===== src/rtl/sxu_pkg.sv =====
package sxu_pkg;
  localparam int DATA_W = 32;
  localparam int IDX_W  = 5;
  localparam int SH_W   = $clog2(DATA_W);
  localparam int LEN_W  = SH_W + 1;
  localparam int COND_W = 3;

  typedef enum logic [1:0] {
    OP_PAIR_VAR = 2'b00,
    OP_PAIR_IMM = 2'b01,
    OP_EXT_VAR  = 2'b10,
    OP_EXT_IMM  = 2'b11
  } opKindE;

  typedef struct packed {
    logic              load;
    logic              legal;
    opKindE            op;
    logic [SH_W-1:0]   amount;
    logic [LEN_W-1:0]  fieldLen;
    logic              signExt;
    logic [COND_W-1:0] cond;
    logic [IDX_W-1:0]  dest;
    logic              zeroHigh;
    logic              rotate;
  } ctrlS;
endpackage


===== src/rtl/sxu_ctrl.sv =====
module sxu_ctrl
  import sxu_pkg::*;
#(
  parameter logic [5:0] MAJOR_OP = 6'h34
) (
  input  logic              inValid,
  input  logic [DATA_W-1:0] instr,
  input  logic [SH_W-1:0]   sar,
  output ctrlS              ctrl
);
  localparam logic [SH_W-1:0] SH_MAX = SH_W'(DATA_W - 1);

  logic [5:0]       opcode;
  opKindE           subOp;
  logic             bit10;
  logic [4:0]       fImm;
  logic [4:0]       fLen;
  logic [IDX_W-1:0] idxLo;
  logic [IDX_W-1:0] idxHi;
  logic             subOk;

  always_comb begin
    opcode = instr[31:26];
    subOp  = opKindE'(instr[12:11]);
    bit10  = instr[10];
    fImm   = instr[9:5];
    fLen   = instr[4:0];
    idxLo  = instr[25:21];
    idxHi  = instr[20:16];

    unique case (subOp)
      OP_PAIR_VAR: subOk = !bit10 && (fImm == 5'd0);
      OP_PAIR_IMM: subOk = !bit10;
      OP_EXT_VAR:  subOk = (fImm == 5'd0);
      default:     subOk = 1'b1;
    endcase

    ctrl.load  = inValid;
    ctrl.legal = (opcode == MAJOR_OP) && subOk;
    ctrl.op    = subOp;

    // Position / amount: register forms use sar, immediate forms use 31 - field.
    unique case (subOp)
      OP_PAIR_VAR: ctrl.amount = sar;
      OP_PAIR_IMM: ctrl.amount = SH_MAX - fImm;
      OP_EXT_VAR:  ctrl.amount = sar ^ SH_MAX;
      default:     ctrl.amount = SH_MAX - fImm;
    endcase

    ctrl.fieldLen = LEN_W'(DATA_W) - {1'b0, fLen};
    ctrl.signExt  = subOp[1] & bit10;
    ctrl.cond     = instr[15:13];
    ctrl.dest     = subOp[1] ? idxHi : fLen;
    ctrl.zeroHigh = (idxHi == '0);
    ctrl.rotate   = (idxHi == idxLo) && (idxHi != '0);
  end
endmodule


===== src/rtl/sxu_cond.sv =====
module sxu_cond
  import sxu_pkg::*;
(
  input  logic [COND_W-1:0] cond,
  input  logic [DATA_W-1:0] value,
  output logic              hit
);
  logic isZero;
  logic isNeg;
  logic isOdd;

  always_comb begin
    isZero = (value == '0);
    isNeg  = value[DATA_W-1];
    isOdd  = value[0];
    unique case (cond)
      3'd0:    hit = 1'b0;
      3'd1:    hit = isZero;
      3'd2:    hit = isNeg;
      3'd3:    hit = isOdd;
      3'd4:    hit = 1'b1;
      3'd5:    hit = !isZero;
      3'd6:    hit = !isNeg;
      default: hit = !isOdd;
    endcase
  end
endmodule


===== src/rtl/sxu_datapath.sv =====
module sxu_datapath
  import sxu_pkg::*;
(
  input  logic              clk,
  input  logic              rstN,
  input  ctrlS              ctrl,
  input  logic [DATA_W-1:0] hiVal,
  input  logic [DATA_W-1:0] loVal,
  output logic              validQ,
  output logic [DATA_W-1:0] resultQ,
  output logic [IDX_W-1:0]  destQ,
  output logic              nullQ,
  output logic              illegalQ
);
  localparam int PAIR_W = 2 * DATA_W;

  logic [DATA_W-1:0] upperWord;
  logic [PAIR_W-1:0] pairWide;
  logic [DATA_W-1:0] pairRes;
  logic [DATA_W-1:0] shifted;
  logic [PAIR_W-1:0] maskWide;
  logic [DATA_W-1:0] fieldMask;
  logic [SH_W-1:0]   topBit;
  logic [DATA_W-1:0] extRes;
  logic [DATA_W-1:0] nextRes;
  logic              nextNull;

  // Pair shift
  always_comb begin
    if (ctrl.zeroHigh)    upperWord = '0;
    else if (ctrl.rotate) upperWord = loVal;
    else                  upperWord = hiVal;
    pairWide = {upperWord, loVal} >> ctrl.amount;
    pairRes  = pairWide[DATA_W-1:0];
  end

  // Field extract
  always_comb begin
    if (ctrl.signExt) shifted = DATA_W'($signed(loVal) >>> ctrl.amount);
    else              shifted = loVal >> ctrl.amount;
    maskWide  = (PAIR_W'(1) << ctrl.fieldLen) - PAIR_W'(1);
    fieldMask = maskWide[DATA_W-1:0];
    topBit    = SH_W'(ctrl.fieldLen - LEN_W'(1));
    extRes    = shifted & fieldMask;
    if (ctrl.signExt && shifted[topBit]) extRes = extRes | ~fieldMask;
  end

  assign nextRes = ctrl.op[1] ? extRes : pairRes;

  sxu_cond u_cond (
    .cond (ctrl.cond),
    .value(nextRes),
    .hit  (nextNull)
  );

  always_ff @(posedge clk) begin
    if (!rstN) begin
      validQ   <= 1'b0;
      resultQ  <= '0;
      destQ    <= '0;
      nullQ    <= 1'b0;
      illegalQ <= 1'b0;
    end else begin
      validQ <= ctrl.load;
      if (ctrl.load) begin
        illegalQ <= !ctrl.legal;
        if (ctrl.legal) begin
          resultQ <= nextRes;
          destQ   <= ctrl.dest;
          nullQ   <= nextNull;
        end
      end
    end
  end

  assert_illegal_holds_R2: assert property (@(posedge clk) disable iff (!rstN)
    (ctrl.load && !ctrl.legal) |=> (illegalQ && $stable(resultQ) && $stable(destQ) && $stable(nullQ)));

  assert_cond_never_R10: assert property (@(posedge clk) disable iff (!rstN)
    (ctrl.load && ctrl.legal && ctrl.cond == 3'd0) |=> !nullQ);

  assert_cond_zero_R10: assert property (@(posedge clk) disable iff (!rstN)
    (ctrl.load && ctrl.legal && ctrl.cond == 3'd1) |=> (nullQ == (resultQ == '0)));

  assert_cond_odd_R10: assert property (@(posedge clk) disable iff (!rstN)
    (ctrl.load && ctrl.legal && ctrl.cond == 3'd3) |=> (nullQ == resultQ[0]));

  assert_hold_idle_R11: assert property (@(posedge clk) disable iff (!rstN)
    !ctrl.load |=> (!validQ && $stable(resultQ) && $stable(destQ) && $stable(nullQ) && $stable(illegalQ)));

  assert_valid_pulse_R11: assert property (@(posedge clk) disable iff (!rstN)
    ctrl.load |=> validQ);
endmodule


===== src/rtl/shift_extract_unit.sv =====
module shift_extract_unit
  import sxu_pkg::*;
(
  input  logic              clk,
  input  logic              rstN,
  input  logic              inValid,
  input  logic [DATA_W-1:0] instr,
  input  logic [DATA_W-1:0] hiVal,
  input  logic [DATA_W-1:0] loVal,
  input  logic [SH_W-1:0]   sar,
  output logic              outValid,
  output logic [DATA_W-1:0] result,
  output logic [IDX_W-1:0]  destIdx,
  output logic              nullify,
  output logic              illegal
);
  ctrlS ctrl;

  sxu_ctrl #(.MAJOR_OP(6'h34)) u_ctrl (
    .inValid(inValid),
    .instr  (instr),
    .sar    (sar),
    .ctrl   (ctrl)
  );

  sxu_datapath u_dp (
    .clk     (clk),
    .rstN    (rstN),
    .ctrl    (ctrl),
    .hiVal   (hiVal),
    .loVal   (loVal),
    .validQ  (outValid),
    .resultQ (result),
    .destQ   (destIdx),
    .nullQ   (nullify),
    .illegalQ(illegal)
  );
endmodule


===== config.mk =====
export PLATFORM = sky130hd
export DESIGN_NAME = shift_extract_unit
export DESIGN_NICKNAME = d
export VERILOG_FILES = /design/src/rtl/sxu_pkg.sv /design/src/rtl/sxu_ctrl.sv /design/src/rtl/sxu_cond.sv /design/src/rtl/sxu_datapath.sv /design/src/rtl/shift_extract_unit.sv
export SDC_FILE = /design/constraint.sdc
export NUM_CORES = 1
export LEC_CHECK = 0
export BUFFER_PORTS_ARGS = -buffer_cell sky130_fd_sc_hd__clkbuf_2
export CORE_ASPECT_RATIO = 0.75
export CORE_MARGIN = 4
export CORE_UTILIZATION = 35
export CTS_CLUSTER_SIZE = 24
export DETAILED_ROUTE_END_ITERATION = 8
export GPL_TIMING_DRIVEN = 0
export PLACE_DENSITY_LB_ADDON = 0.25
export SLEW_MARGIN = 20
export SYNTH_ARGS = -nofsm -noshare
export SYNTH_HDL_FRONTEND = slang
export SYNTH_SLANG_ARGS = --single-unit
export TNS_END_PERCENT = 5

===== constraint.sdc =====
create_clock -name clk -period 11.19 [get_ports clk]
set_input_delay 0 -clock clk [delete_from_list [all_inputs] [get_ports clk]]
set_output_delay 0 -clock clk [all_outputs]
set_load 0.05 [all_outputs]

==> impl_results.rst, run 1 <==
.. list-table::
   :header-rows: 1

   * - Metric
     - Value
   * - Final Util
     - 41.3%
   * - Fraction of synthesis flops using an asynchronous set or reset pin
     - 0%
   * - Worst VDD drop
     - 87.8 µV
   * - Max Clk Rate
     - 170 MHz
   * - Average wire per standard cell
     - 29.5 µm
   * - Cell taking the most area after synthesis
     - sky130_fd_sc_hd__dfxtp_1
   * - Vias in the first global route
     - 11641
   * - Max-capacitance violation count
     - 0
   * - Number of endpoints failing setup at the final stage
     - 0
   * - Hold violation total from the final report
     - 0
   * - Number of H-tree levels
     - 2
   * - Worst reg2reg startpoint
     - u_dp.resultQ[25]$_SDFFE_PN0P_
   * - Inserted Clock Buffers
     - 5
   * - Clock transition at the registers of the reported paths
     - 0.06 ns
   * - Clock tree buffer depth
     - 2
   * - Relative slew slack
     - 28.0%
   * - Insertion delay of the later-clocked pin in the worst-skew pair
     - 0.28 ns
   * - Overall die area
     - 0.0288 mm²
   * - Worst hold-check path type
     - in -> reg
   * - Most used flip-flop cell after synthesis
     - sky130_fd_sc_hd__dfxtp_1
   * - Total of warnings raised by yosys
     - 0
   * - Unrepaired setup endpoints after global routing
     - false
   * - WL final
     - 53.8 mm
   * - Antenna violations before repair
     - 3
   * - Syn Nets
     - 1447
   * - Number of vias per cell
     - 6.99
   * - Total of hold buffers inserted after clock tree synthesis
     - 1
   * - Num ports
     - 144
   * - Reg2Reg Capture Point
     - u_dp.resultQ[25]$_SDFFE_PN0P_
   * - Final worst clock skew
     - 0 ns
   * - Core footprint
     - 0.0253 mm²
   * - Shortest period the worst path allows
     - 5.88 ns
   * - Number of sinks handled by clock tree synthesis
     - 40
   * - Final total negative setup slack
     - 0 ns
   * - Gate count of the mapped netlist
     - 1337
   * - DRC violation total after the first TritonRoute iteration
     - 2482
   * - Portion of the post-synthesis area used by sequential elements
     - 8.75%
   * - Total count of max-transition violations in the final report
     - 0
   * - Number of distinct library cell variants in the gate-level netlist after synthesis
     - 105
   * - Count of antenna-violating nets left after detailed routing
     - 0
   * - I/O Buffers
     - 140
   * - Non-Filler Instances
     - 1824
   * - Number of flops mapped to enable cells by yosys
     - 0
   * - Cells along the critical path
     - clkbuf_2 -> inv_1 -> ha_1 -> clkbuf_1 -> nand2b_1 -> nand2_1 -> clkbuf_1 -> nand3_1 -> ha_1 -> clkbuf_1 -> a21bo_2 -> clkbuf_1 -> or2_2 -> clkbuf_1 -> xor2_1 -> o2bb2ai_1 -> a2111oi_0 -> o21bai_1 -> or4b_1 -> nor4_1 -> and4_1 -> a311o_1 -> nand4_1
   * - Placed Instances
     - 1815
   * - Cell with the largest stage delay on the worst path
     - sky130_fd_sc_hd__xor2_1
   * - Endpoint of the worst hold-timing path
     - u_dp.nullQ$_SDFFE_PN0P_
   * - Min-delay src
     - instr[15]
   * - Dominant cell type by count on the critical path
     - sky130_fd_sc_hd__clkbuf_1
   * - Arrival time at the worst endpoint
     - 6.05 ns
   * - Mapped Area
     - 0.00915 mm²
   * - Number of cells on the worst hold path
     - 4
   * - Cell types occupying the most area after synthesis
     - sky130_fd_sc_hd__dfxtp_1, sky130_fd_sc_hd__mux2i_1, sky130_fd_sc_hd__nand2_1
   * - CTS Root Cell
     - sky130_fd_sc_hd__clkbuf_16
   * - Pwr/cell area
     - 101 mW/mm²
   * - Antenna Cells
     - 0
   * - Pwr Total
     - 0.00106 W
   * - Syn avg cell area
     - 6.85 µm²
   * - Height of the die
     - 148 µm
   * - Delay of the slowest critical-path stage
     - 0.58 ns
   * - Most frequently used cell type in the post-synthesis netlist
     - sky130_fd_sc_hd__nand2_1
   * - Kind of critical path
     - in -> reg
   * - First-pass iteration count of the detailed router
     - 7
   * - Setup slack of the most critical reg-to-reg path
     - 10.48 ns
   * - First-pass GRT wire length
     - 77.6 mm
   * - TritonCTS clock tree
     - done
   * - Worst setup SP type
     - input pin
   * - Placer's final routability congestion estimate
     - 1.11
   * - Starting Density
     - 36.1%
   * - Net count of the finished layout
     - 1595
   * - Post-detailed-placement half-perimeter wirelength
     - 44.6 mm
   * - Rows
     - 50
   * - Area share of the leading cell type in the synthesized netlist
     - 8.75%
   * - Nature of the critical path endpoint
     - flip-flop
   * - Proportion of layout cells with a drive suffix above 1
     - 16.4%
   * - Grt ovf
     - 0
   * - Top cells by instance count after synthesis
     - sky130_fd_sc_hd__nand2_1, sky130_fd_sc_hd__nor2_1, sky130_fd_sc_hd__a21oi_1
   * - R2R depth
     - 2
   * - Crit path required time
     - 11.35 ns
   * - Layout overhead on the synthesized area
     - 14.4%
   * - Result of the run
     - finished, final reports clean
   * - Number of synthesized register bits
     - 40
   * - DRC violation count after routing
     - 0
   * - Quantity of gates resized following cts
     - 0
   * - Max FO, Critical Path
     - 10
   * - Worst-Margin Slew
     - 1.06 ns
   * - Share of the clock period used by the worst path
     - 52.6%
   * - Die X-Extent
     - 195 µm
   * - Total global-route track usage
     - 35.0%
   * - Leakage power of the design
     - 4.24 nW
   * - Total via count in the routed design
     - 12752
   * - Post-CTS setup buffer count
     - 0
   * - Pin count of the biggest net entering global routing
     - 14
-- worst max-delay path, delay by kind of cell --
family / cells / cell delay [ns]
AOI/OAI and AO/OA: 5 / 1.00
xor gates and xnor gates: 1 / 0.58
adders and majority gates: 2 / 0.47
buffers and inverters: 7 / 2.06
and+or+nand+nor: 8 / 1.93
-- metal layers --
layer | GRT usage [%] | share of wire, %
met5 | 0 | 0.14
met4 | 5.94 | 2.2
met3 | 15.0 | 16
met2 | 46.5 | 37
met1 | 52.2 | 44
-- report_power, final --
group | leakage [nW] | switching [W] | internal [W]
sequential | 0.323 | 0.000000399 | 0.000143
clock | 0.0871 | 0.0000562 | 0.000112
combinational | 3.83 | 0.000521 | 0.000226
total | 4.24 | 0.000578 | 0.000481
-- placed cells by master (no fill, tap or decap), types with 11 or more instances in the layout --
cell type                   instances
sky130_fd_sc_hd__o21ai_0           78
sky130_fd_sc_hd__inv_1             21
sky130_fd_sc_hd__o22ai_1           17
sky130_fd_sc_hd__o211ai_1          36
sky130_fd_sc_hd__nand2b_1          18
sky130_fd_sc_hd__clkbuf_2         140
sky130_fd_sc_hd__nor2_1           122
sky130_fd_sc_hd__nand3_1           60
sky130_fd_sc_hd__nor2b_1           12
sky130_fd_sc_hd__buf_4             12
sky130_fd_sc_hd__o2111ai_1         12
sky130_fd_sc_hd__a211oi_1          27
sky130_fd_sc_hd__o211a_1           23
sky130_fd_sc_hd__and2_1            14
sky130_fd_sc_hd__dfxtp_1           40
sky130_fd_sc_hd__clkbuf_1          77
sky130_fd_sc_hd__buf_2             13
sky130_fd_sc_hd__o22a_1            17
sky130_fd_sc_hd__nor3_1            31
sky130_fd_sc_hd__a21boi_0          13
sky130_fd_sc_hd__a221oi_1          11
sky130_fd_sc_hd__nand2_1          142
sky130_fd_sc_hd__a31oi_1           29
sky130_fd_sc_hd__mux2i_1           71
sky130_fd_sc_hd__o31ai_1           12
sky130_fd_sc_hd__o221ai_1          11
sky130_fd_sc_hd__and3_1            12
sky130_fd_sc_hd__a22oi_1           32
sky130_fd_sc_hd__a21oi_1           86
-- registers in the layout, indices dropped and copies added (netlist names) --
signal and flops:
u_dp.resultQ 32, u_dp.destQ 5, u_dp.illegalQ 1, u_dp.nullQ 1, u_dp.validQ 1
-- cell type report --
type / instances / area [µm²]
clock inverter: 2 / 38.8
inverter: 23 / 86.3
tap: 338 / 423
fill: 2770 / 14900
buffer: 120 / 584
timing repair buffer: 141 / 711
multi-input combinational: 1154 / 7690
clock buffer: 6 / 139
sequential: 40 / 801
-- per-stage QoR --
step	setup slack, ns	hold slack, ns	area (µm²)
finish	5.31	0.0732	10500
global route	5.07	0.125	10500
CTS	5.59	0.0746	10500
detailed placement	5.30	0.270	10300
global placement	5.03	0.236	10300
floorplan	6.97	0.122	9150
-- worst max path at each step --
stage | start | end | slack (ns) | depth (start not counted)
3_5_place_dp | instr[1] | u_dp.nullQ$_SDFFE_PN0P_ | 5.30 | 23
3_3_place_gp | instr[1] | u_dp.nullQ$_SDFFE_PN0P_ | 5.03 | 23
5_1_grt | instr[1] | u_dp.nullQ$_SDFFE_PN0P_ | 5.07 | 23
4_1_cts | instr[1] | u_dp.nullQ$_SDFFE_PN0P_ | 5.59 | 23
6_report | instr[1] | u_dp.nullQ$_SDFFE_PN0P_ | 5.31 | 23
2_1_floorplan | instr[0] | u_dp.nullQ$_SDFFE_PN0P_ | 6.97 | 22
-- cells by family after synthesis --
family	count (synthesis)	share of synthesized area, %
multiplexers	84	9.98
flip-flops	40	8.75
AO/OA/AOI/OAI	558	45.1
AND/OR/NAND/NOR	485	25.7
adder cells (fa/ha/maj)	6	0.820
XOR/XNOR	21	2.38
buffers and inverters	143	7.33
Note: power is estimated with default switching activity, not from simulation.
==> inputs of run 2 (changes only) <==
- ABC_AREA: not set -> 1
- clock period: 11.19 -> 5 ns (I/O delays scaled with it)
==> impl_results.rst, run 2 <==
.. list-table::
   :header-rows: 1

   * - Metric
     - Value
   * - Result of the run
     - finished, final reports clean
   * - Placed cell area
     - 0.00978 mm²
   * - DRC violation count after routing
     - 0
   * - Most frequent cells in the layout
     - sky130_fd_sc_hd__nand2_1, sky130_fd_sc_hd__nand3_1, sky130_fd_sc_hd__clkbuf_2
   * - Unrepaired setup endpoints after global routing
     - false
   * - Number of vias per cell
     - 5.67
   * - Antenna violations before repair
     - 2
   * - Core footprint
     - 0.0242 mm²
   * - Net count of the finished layout
     - 1921
   * - Average wire per standard cell
     - 19.4 µm
   * - CTS Root Cell
     - sky130_fd_sc_hd__clkbuf_16
   * - R2R depth
     - 2
   * - Height of the die
     - 144 µm
   * - Starting Density
     - 35.9%
   * - TritonCTS clock tree
     - done
   * - Max-capacitance violation count
     - 0
   * - Clock tree buffer depth
     - 2
   * - Most used flip-flop cell after synthesis
     - sky130_fd_sc_hd__dfxtp_1
   * - Max Clk Rate
     - 225 MHz
   * - Reg2Reg Capture Point
     - u_dp.resultQ[1]$_SDFFE_PN0P_
   * - Crit path required time
     - 5.17 ns
   * - Fraction of synthesis flops using an asynchronous set or reset pin
     - 0%
   * - Gate count of the mapped netlist
     - 1662
   * - Relative slew slack
     - 52.7%
   * - Grt ovf
     - 0
   * - Worst-Margin Slew
     - 0.709 ns
   * - Overall die area
     - 0.0274 mm²
   * - Pin count of the biggest net entering global routing
     - 13
   * - Share of the clock period used by the worst path
     - 89.0%
   * - Insertion delay of the later-clocked pin in the worst-skew pair
     - 0.28 ns
   * - Rows
     - 49
   * - Num ports
     - 144
   * - Clock transition at the registers of the reported paths
     - 0.05 ns
   * - Hold Slack
     - 0.0624 ns
   * - Post-detailed-placement half-perimeter wirelength
     - 35.3 mm
   * - Die X-Extent
     - 190 µm
   * - Pwr Total
     - 0.00209 W
   * - WL final
     - 41.6 mm
   * - Worst hold-check path type
     - in -> reg
   * - Max reg flops
     - 32
   * - Critical path endpoint
     - u_dp.nullQ$_SDFFE_PN0P_
   * - Hold violation total from the final report
     - 0
   * - Shortest period the worst path allows
     - 4.45 ns
   * - Layout overhead on the synthesized area
     - 14.8%
   * - Number of sinks handled by clock tree synthesis
     - 40
   * - Number of endpoints failing setup at the final stage
     - 0
   * - Leakage power of the design
     - 5.26 nW
   * - Worst setup path startpoint
     - instr[0]
   * - Worst reg2reg startpoint
     - u_dp.resultQ[1]$_SDFFE_PN0P_
   * - Count of antenna-violating nets left after detailed routing
     - 0
   * - Total via count in the routed design
     - 12137
   * - Inserted Clock Buffers
     - 5
   * - Number of H-tree levels
     - 2
   * - Top cells by instance count after synthesis
     - sky130_fd_sc_hd__nand2_1, sky130_fd_sc_hd__nand3_1, sky130_fd_sc_hd__inv_1
   * - DRC violation total after the first TritonRoute iteration
     - 1602
   * - Cell types occupying the most area after synthesis
     - sky130_fd_sc_hd__nand2_1, sky130_fd_sc_hd__nand3_1, sky130_fd_sc_hd__dfxtp_1
   * - Proportion of layout cells with a drive suffix above 1
     - 15.3%
   * - Most common library cell in the layout ignoring fill and taps
     - sky130_fd_sc_hd__nand2_1
   * - Worst VDD drop
     - 137 µV
   * - Total global-route track usage
     - 29.5%
   * - Area share of the leading cell type in the synthesized netlist
     - 22.5%
   * - Portion of the post-synthesis area used by sequential elements
     - 9.24%
   * - Cell with the largest stage delay on the worst path
     - sky130_fd_sc_hd__inv_2
   * - Worst setup SP type
     - input pin
   * - First-pass iteration count of the detailed router
     - 6
   * - Largest registers
     - u_dp.resultQ x32, u_dp.destQ x5
   * - First-pass GRT wire length
     - 63.3 mm
   * - Mapped Area
     - 0.00866 mm²
   * - Nature of the critical path endpoint
     - flip-flop
   * - Vias in the first global route
     - 11122
   * - Syn Nets
     - 1772
   * - Final worst clock skew
     - 0 ns
   * - I/O Buffers
     - 140
   * - Dominant cell type by count on the critical path
     - sky130_fd_sc_hd__nand2_1
   * - Design area
     - 0.00994 mm²
   * - Placer's final routability congestion estimate
     - 1.06
   * - Total of warnings raised by yosys
     - 0
   * - Kind of critical path
     - in -> reg
   * - Register ranked first by flip-flop count
     - u_dp.resultQ
   * - Pwr/cell area
     - 211 mW/mm²
   * - Post-CTS setup buffer count
     - 0
   * - Syn avg cell area
     - 5.21 µm²
   * - Number of distinct library cell variants in the gate-level netlist after synthesis
     - 49
   * - Antenna Cells
     - 0
   * - Max FO, Critical Path
     - 20
   * - Cell taking the most area after synthesis
     - sky130_fd_sc_hd__nand2_1
   * - Total count of max-transition violations in the final report
     - 0
   * - Delay of the slowest critical-path stage
     - 0.36 ns
   * - Arrival time at the worst endpoint
     - 4.62 ns
   * - Number of synthesized register bits
     - 40
   * - Setup slack of the most critical reg-to-reg path
     - 4.34 ns
   * - Number of flops mapped to enable cells by yosys
     - 0
   * - Most frequently used cell type in the post-synthesis netlist
     - sky130_fd_sc_hd__nand2_1
## run 2: layout make-up
type	count	area, µm²
Buffer	103	564
Clock buffer	5	125
Clock inverter	2	12.5
Fill cell	2835	14200
Inverter	143	539
Multi-Input combinational cell	1375	6760
Sequential cell	40	801
Tap cell	331	414
Timing Repair Buffer	143	731
## run 2: metal layers
layer	wire, µm	GRT usage (%)	up-vias
li1	-	-	5809
met1	18900	43.8	5571
met2	15600	40.6	713
met3	6540	11.2	44
met4	586	4.95	0
met5	0	0	-
## run 2: logic make-up (layout without fill, tap and decap cells)
family | after synthesis | in the layout | synth area share (%)
DFF | 40 | 40 | 9.24
and+or+nand+nor | 1071 | 1071 | 56.0
buffers and inverters | 247 | 396 | 12.8
adders and majority gates | 6 | 6 | 0.867
AOI/OAI and AO/OA | 248 | 248 | 15.7
muxes | 13 | 13 | 1.50
xor gates and xnor gates | 37 | 37 | 3.91
## run 2: how the worst min path moves through the flow
stage / slack [ns] / cells after the start / from / to
final: 0.06 / 3 / instr[18] / u_dp.destQ[2]$_SDFFE_PN0P_
after global routing: 0.12 / 3 / instr[17] / u_dp.destQ[1]$_SDFFE_PN0P_
after CTS: 0.06 / 3 / instr[18] / u_dp.destQ[2]$_SDFFE_PN0P_
after detailed placement: 0.23 / 3 / inValid / u_dp.validQ$_SDFF_PN0_
after global placement: 0.22 / 3 / inValid / u_dp.validQ$_SDFF_PN0_
after floorplan: 0.09 / 2 / inValid / u_dp.validQ$_SDFF_PN0_
## run 2: critical path, delay by kind of cell
kind	cells	cell delay [ns]
XOR/XNOR	2	0.56
buffers and inverters	6	0.93
AO/OA/AOI/OAI	1	0.35
AND/OR/NAND/NOR	18	2.20
adder cells (fa/ha/maj)	2	0.55
## run 2: repair_timing
item	4_1_cts	5_1_grt
setup endpoints to repair	0	1
hold endpoints to repair	3	0
hold buffers	3	0
gates resized for setup	0	0
## run 2: where the power goes
group / leakage, nW / total, W / switching (W) / internal, W
registers: 0.323 / 0.000321 / 0.000000781 / 0.000320
logic: 4.87 / 0.00147 / 0.00103 / 0.000446
clock network: 0.0657 / 0.000302 / 0.000121 / 0.000181
total: 5.26 / 0.00209 / 0.00115 / 0.000947
## run 2: through the flow
| stage | std cells | TNS (ns) | setup slack (ns) | util (%) |
|---|---|---|---|---|
| after floorplan | 1662 | 0 | 1.66 | - |
| after global placement | 2133 | -0.00118 | -0.00118 | 40.5 |
| after detailed placement | 2133 | 0 | 0.00296 | 40.5 |
| after CTS | 2143 | 0 | 0.243 | 41.2 |
| after global routing | 2142 | 0 | 0.243 | 41.2 |
| final | 2142 | 0 | 0.551 | 41.2 |
==> inputs of run 3 (changes only) <==
- ABC_AREA: 1 -> 0
==> impl_results.rst, run 3 (synthesis results as in run 1) <==
.. list-table::
   :header-rows: 1

   * - Metric
     - Value
   * - Result of the run
     - finished with violations
   * - Worst hold-check path type
     - in -> reg
   * - Inserted Clock Buffers
     - 5
   * - Vias in the first global route
     - 11629
   * - Number of sinks handled by clock tree synthesis
     - 40
   * - Reg2Reg Capture Point
     - u_dp.resultQ[25]$_SDFFE_PN0P_
   * - Shortest period the worst path allows
     - 5.02 ns
   * - Share of the clock period used by the worst path
     - 100%
   * - Count of antenna-violating nets left after detailed routing
     - 0
   * - Crit path required time
     - 5.22 ns
   * - Total count of max-transition violations in the final report
     - 0
   * - Kind of critical path
     - in -> reg
   * - Pin count of the biggest net entering global routing
     - 17
   * - TritonCTS clock tree
     - done
   * - DRC violation count after routing
     - 0
   * - Antenna violations before repair
     - 2
   * - Nature of the critical path endpoint
     - flip-flop
   * - Non-Filler Instances
     - 1823
   * - Number of H-tree levels
     - 2
   * - Setup slack of the most critical reg-to-reg path
     - 4.29 ns
   * - DRC violation total after the first TritonRoute iteration
     - 2442
   * - Violations in the final reports
     - negative setup slack
   * - Max Clk Rate
     - 199 MHz
   * - Worst-Margin Slew
     - 1.16 ns
   * - Clock transition at the registers of the reported paths
     - 0.06 ns
   * - Number of endpoints failing setup at the final stage
     - 1
   * - Clock tree buffer depth
     - 2
   * - Worst Setup Slack post-DPL
     - -0.891 ns
   * - Worst VDD drop
     - 197 µV
   * - First-pass iteration count of the detailed router
     - 7
   * - Cell with the largest stage delay on the worst path
     - sky130_fd_sc_hd__buf_1
   * - Final worst clock skew
     - 0 ns
   * - Num ports
     - 144
   * - Net count of the finished layout
     - 1593
   * - Worst setup SP type
     - input pin
   * - Placer's final routability congestion estimate
     - 1.11
   * - Total via count in the routed design
     - 12875
   * - Post-detailed-placement half-perimeter wirelength
     - 44.6 mm
   * - Largest registers
     - u_dp.resultQ x32, u_dp.destQ x5
   * - Final Util
     - 41.6%
   * - Layout overhead on the synthesized area
     - 15.1%
   * - Cells along the critical path
     - buf_4 -> buf_4 -> buf_4 -> o21ai_2 -> buf_2 -> buf_1 -> buf_1 -> nand3_1 -> a21oi_1 -> o2111ai_1 -> nand4b_1 -> and2_0 -> clkbuf_1 -> nor3_1 -> a22oi_1 -> and4bb_1 -> a311o_1 -> nand4_1
   * - Final total negative setup slack
     - -0.0186 ns
   * - Arrival time at the worst endpoint
     - 5.24 ns
   * - Most frequent cells in the layout
     - sky130_fd_sc_hd__clkbuf_2, sky130_fd_sc_hd__nand2_1, sky130_fd_sc_hd__nor2_1
   * - Starting Density
     - 36.1%
   * - Max reg flops
     - 32
   * - Total global-route track usage
     - 35.0%
   * - Placed Instances
     - 1815
   * - Grt ovf
     - 0
   * - Max-capacitance violation count
     - 0
   * - Kind of cell adding the most delay to the critical path
     - buffers and inverters
   * - Final setup margin
     - -0.0186 ns
   * - Leakage power of the design
     - 4.26 nW
   * - Buf/Inv on CP
     - 7
   * - Rows
     - 50
   * - Max FO, Critical Path
     - 10
   * - Die X-Extent
     - 195 µm
   * - Average wire per standard cell
     - 29.5 µm
   * - Register ranked first by flip-flop count
     - u_dp.resultQ
   * - WL final
     - 53.8 mm
   * - Endpoint of the worst hold-timing path
     - u_dp.nullQ$_SDFFE_PN0P_
   * - Min-delay src
     - instr[15]
   * - Worst reg2reg startpoint
     - u_dp.resultQ[25]$_SDFFE_PN0P_
   * - Number of vias per cell
     - 7.06
   * - Proportion of layout cells with a drive suffix above 1
     - 17.4%
   * - Hold violation total from the final report
     - 0
   * - R2R depth
     - 2
   * - Insertion delay of the later-clocked pin in the worst-skew pair
     - 0.28 ns
   * - Delay of the slowest critical-path stage
     - 0.61 ns
   * - Height of the die
     - 148 µm
   * - Core footprint
     - 0.0253 mm²
   * - Number of cells on the worst hold path
     - 4
   * - Unrepaired setup endpoints after global routing
     - false
   * - Overall die area
     - 0.0288 mm²
   * - Dominant cell type by count on the critical path
     - sky130_fd_sc_hd__buf_4
   * - Pwr/cell area
     - 226 mW/mm²
   * - I/O Buffers
     - 140
   * - Most common library cell in the layout ignoring fill and taps
     - sky130_fd_sc_hd__clkbuf_2
   * - First-pass GRT wire length
     - 77.6 mm
   * - CTS Root Cell
     - sky130_fd_sc_hd__clkbuf_16
   * - Relative slew slack
     - 22.1%
==> run 3: layout make-up <==
class	count	area, µm²
tap	338	423
buffer	115	568
multi-input combinational	1154	7740
timing repair buffer	144	733
antenna	1	2.50
fill	2769	14800
clock inverter	2	38.8
inverter	23	90.1
sequential	40	801
clock buffer	6	139
==> run 3: worst max-delay path by stage <==
stage	start	endpoint	cells past startpoint
after floorplan	instr[0]	u_dp.nullQ$_SDFFE_PN0P_	22
after global placement	instr[1]	u_dp.nullQ$_SDFFE_PN0P_	23
after detailed placement	instr[1]	u_dp.nullQ$_SDFFE_PN0P_	23
after CTS	instr[1]	u_dp.nullQ$_SDFFE_PN0P_	21
after global routing	instr[0]	u_dp.nullQ$_SDFFE_PN0P_	19
final	instr[11]	u_dp.nullQ$_SDFFE_PN0P_	18
==> run 3: worst min-delay path, cell delays in order <==
cell,delay (ns)
sky130_fd_sc_hd__clkbuf_2,0.10
sky130_fd_sc_hd__nor3b_1,0.06
sky130_fd_sc_hd__nand2_1,0.06
sky130_fd_sc_hd__nand4_1,0.08
==> run 3: per-stage QoR <==
step | hold slack [ns] | cell area, µm² | power (W)
floorplan | 0.122 | 9150 | 0.00131
global placement | 0.236 | 10300 | 0.00190
detailed placement | 0.270 | 10300 | 0.00189
CTS | 0.0746 | 10500 | 0.00227
global route | 0.125 | 10500 | 0.00245
finish | 0.0726 | 10500 | 0.00238
==> run 3: where the power goes <==
group,internal (W),switching [W]
Combinational,0.000514,0.00117
Clock,0.000250,0.000128
Sequential,0.000321,0.000000855
==> run 3: routing by layer <==
metal | share of wire [%] | global-route usage [%]
met5 | 0.024 | 0
met4 | 2.3 | 5.73
met3 | 16 | 14.3
met2 | 37 | 46.8
met1 | 44 | 52.5
==> run 3: repair_timing <==
item	4_1_cts	5_1_grt
gates cloned	0	0
pin swaps	1	0
resized for setup	5	11
hold buffers	1	0
endpoints found under the setup margin	1	1
endpoints found under the hold margin	1	0
buffers inserted	1	2
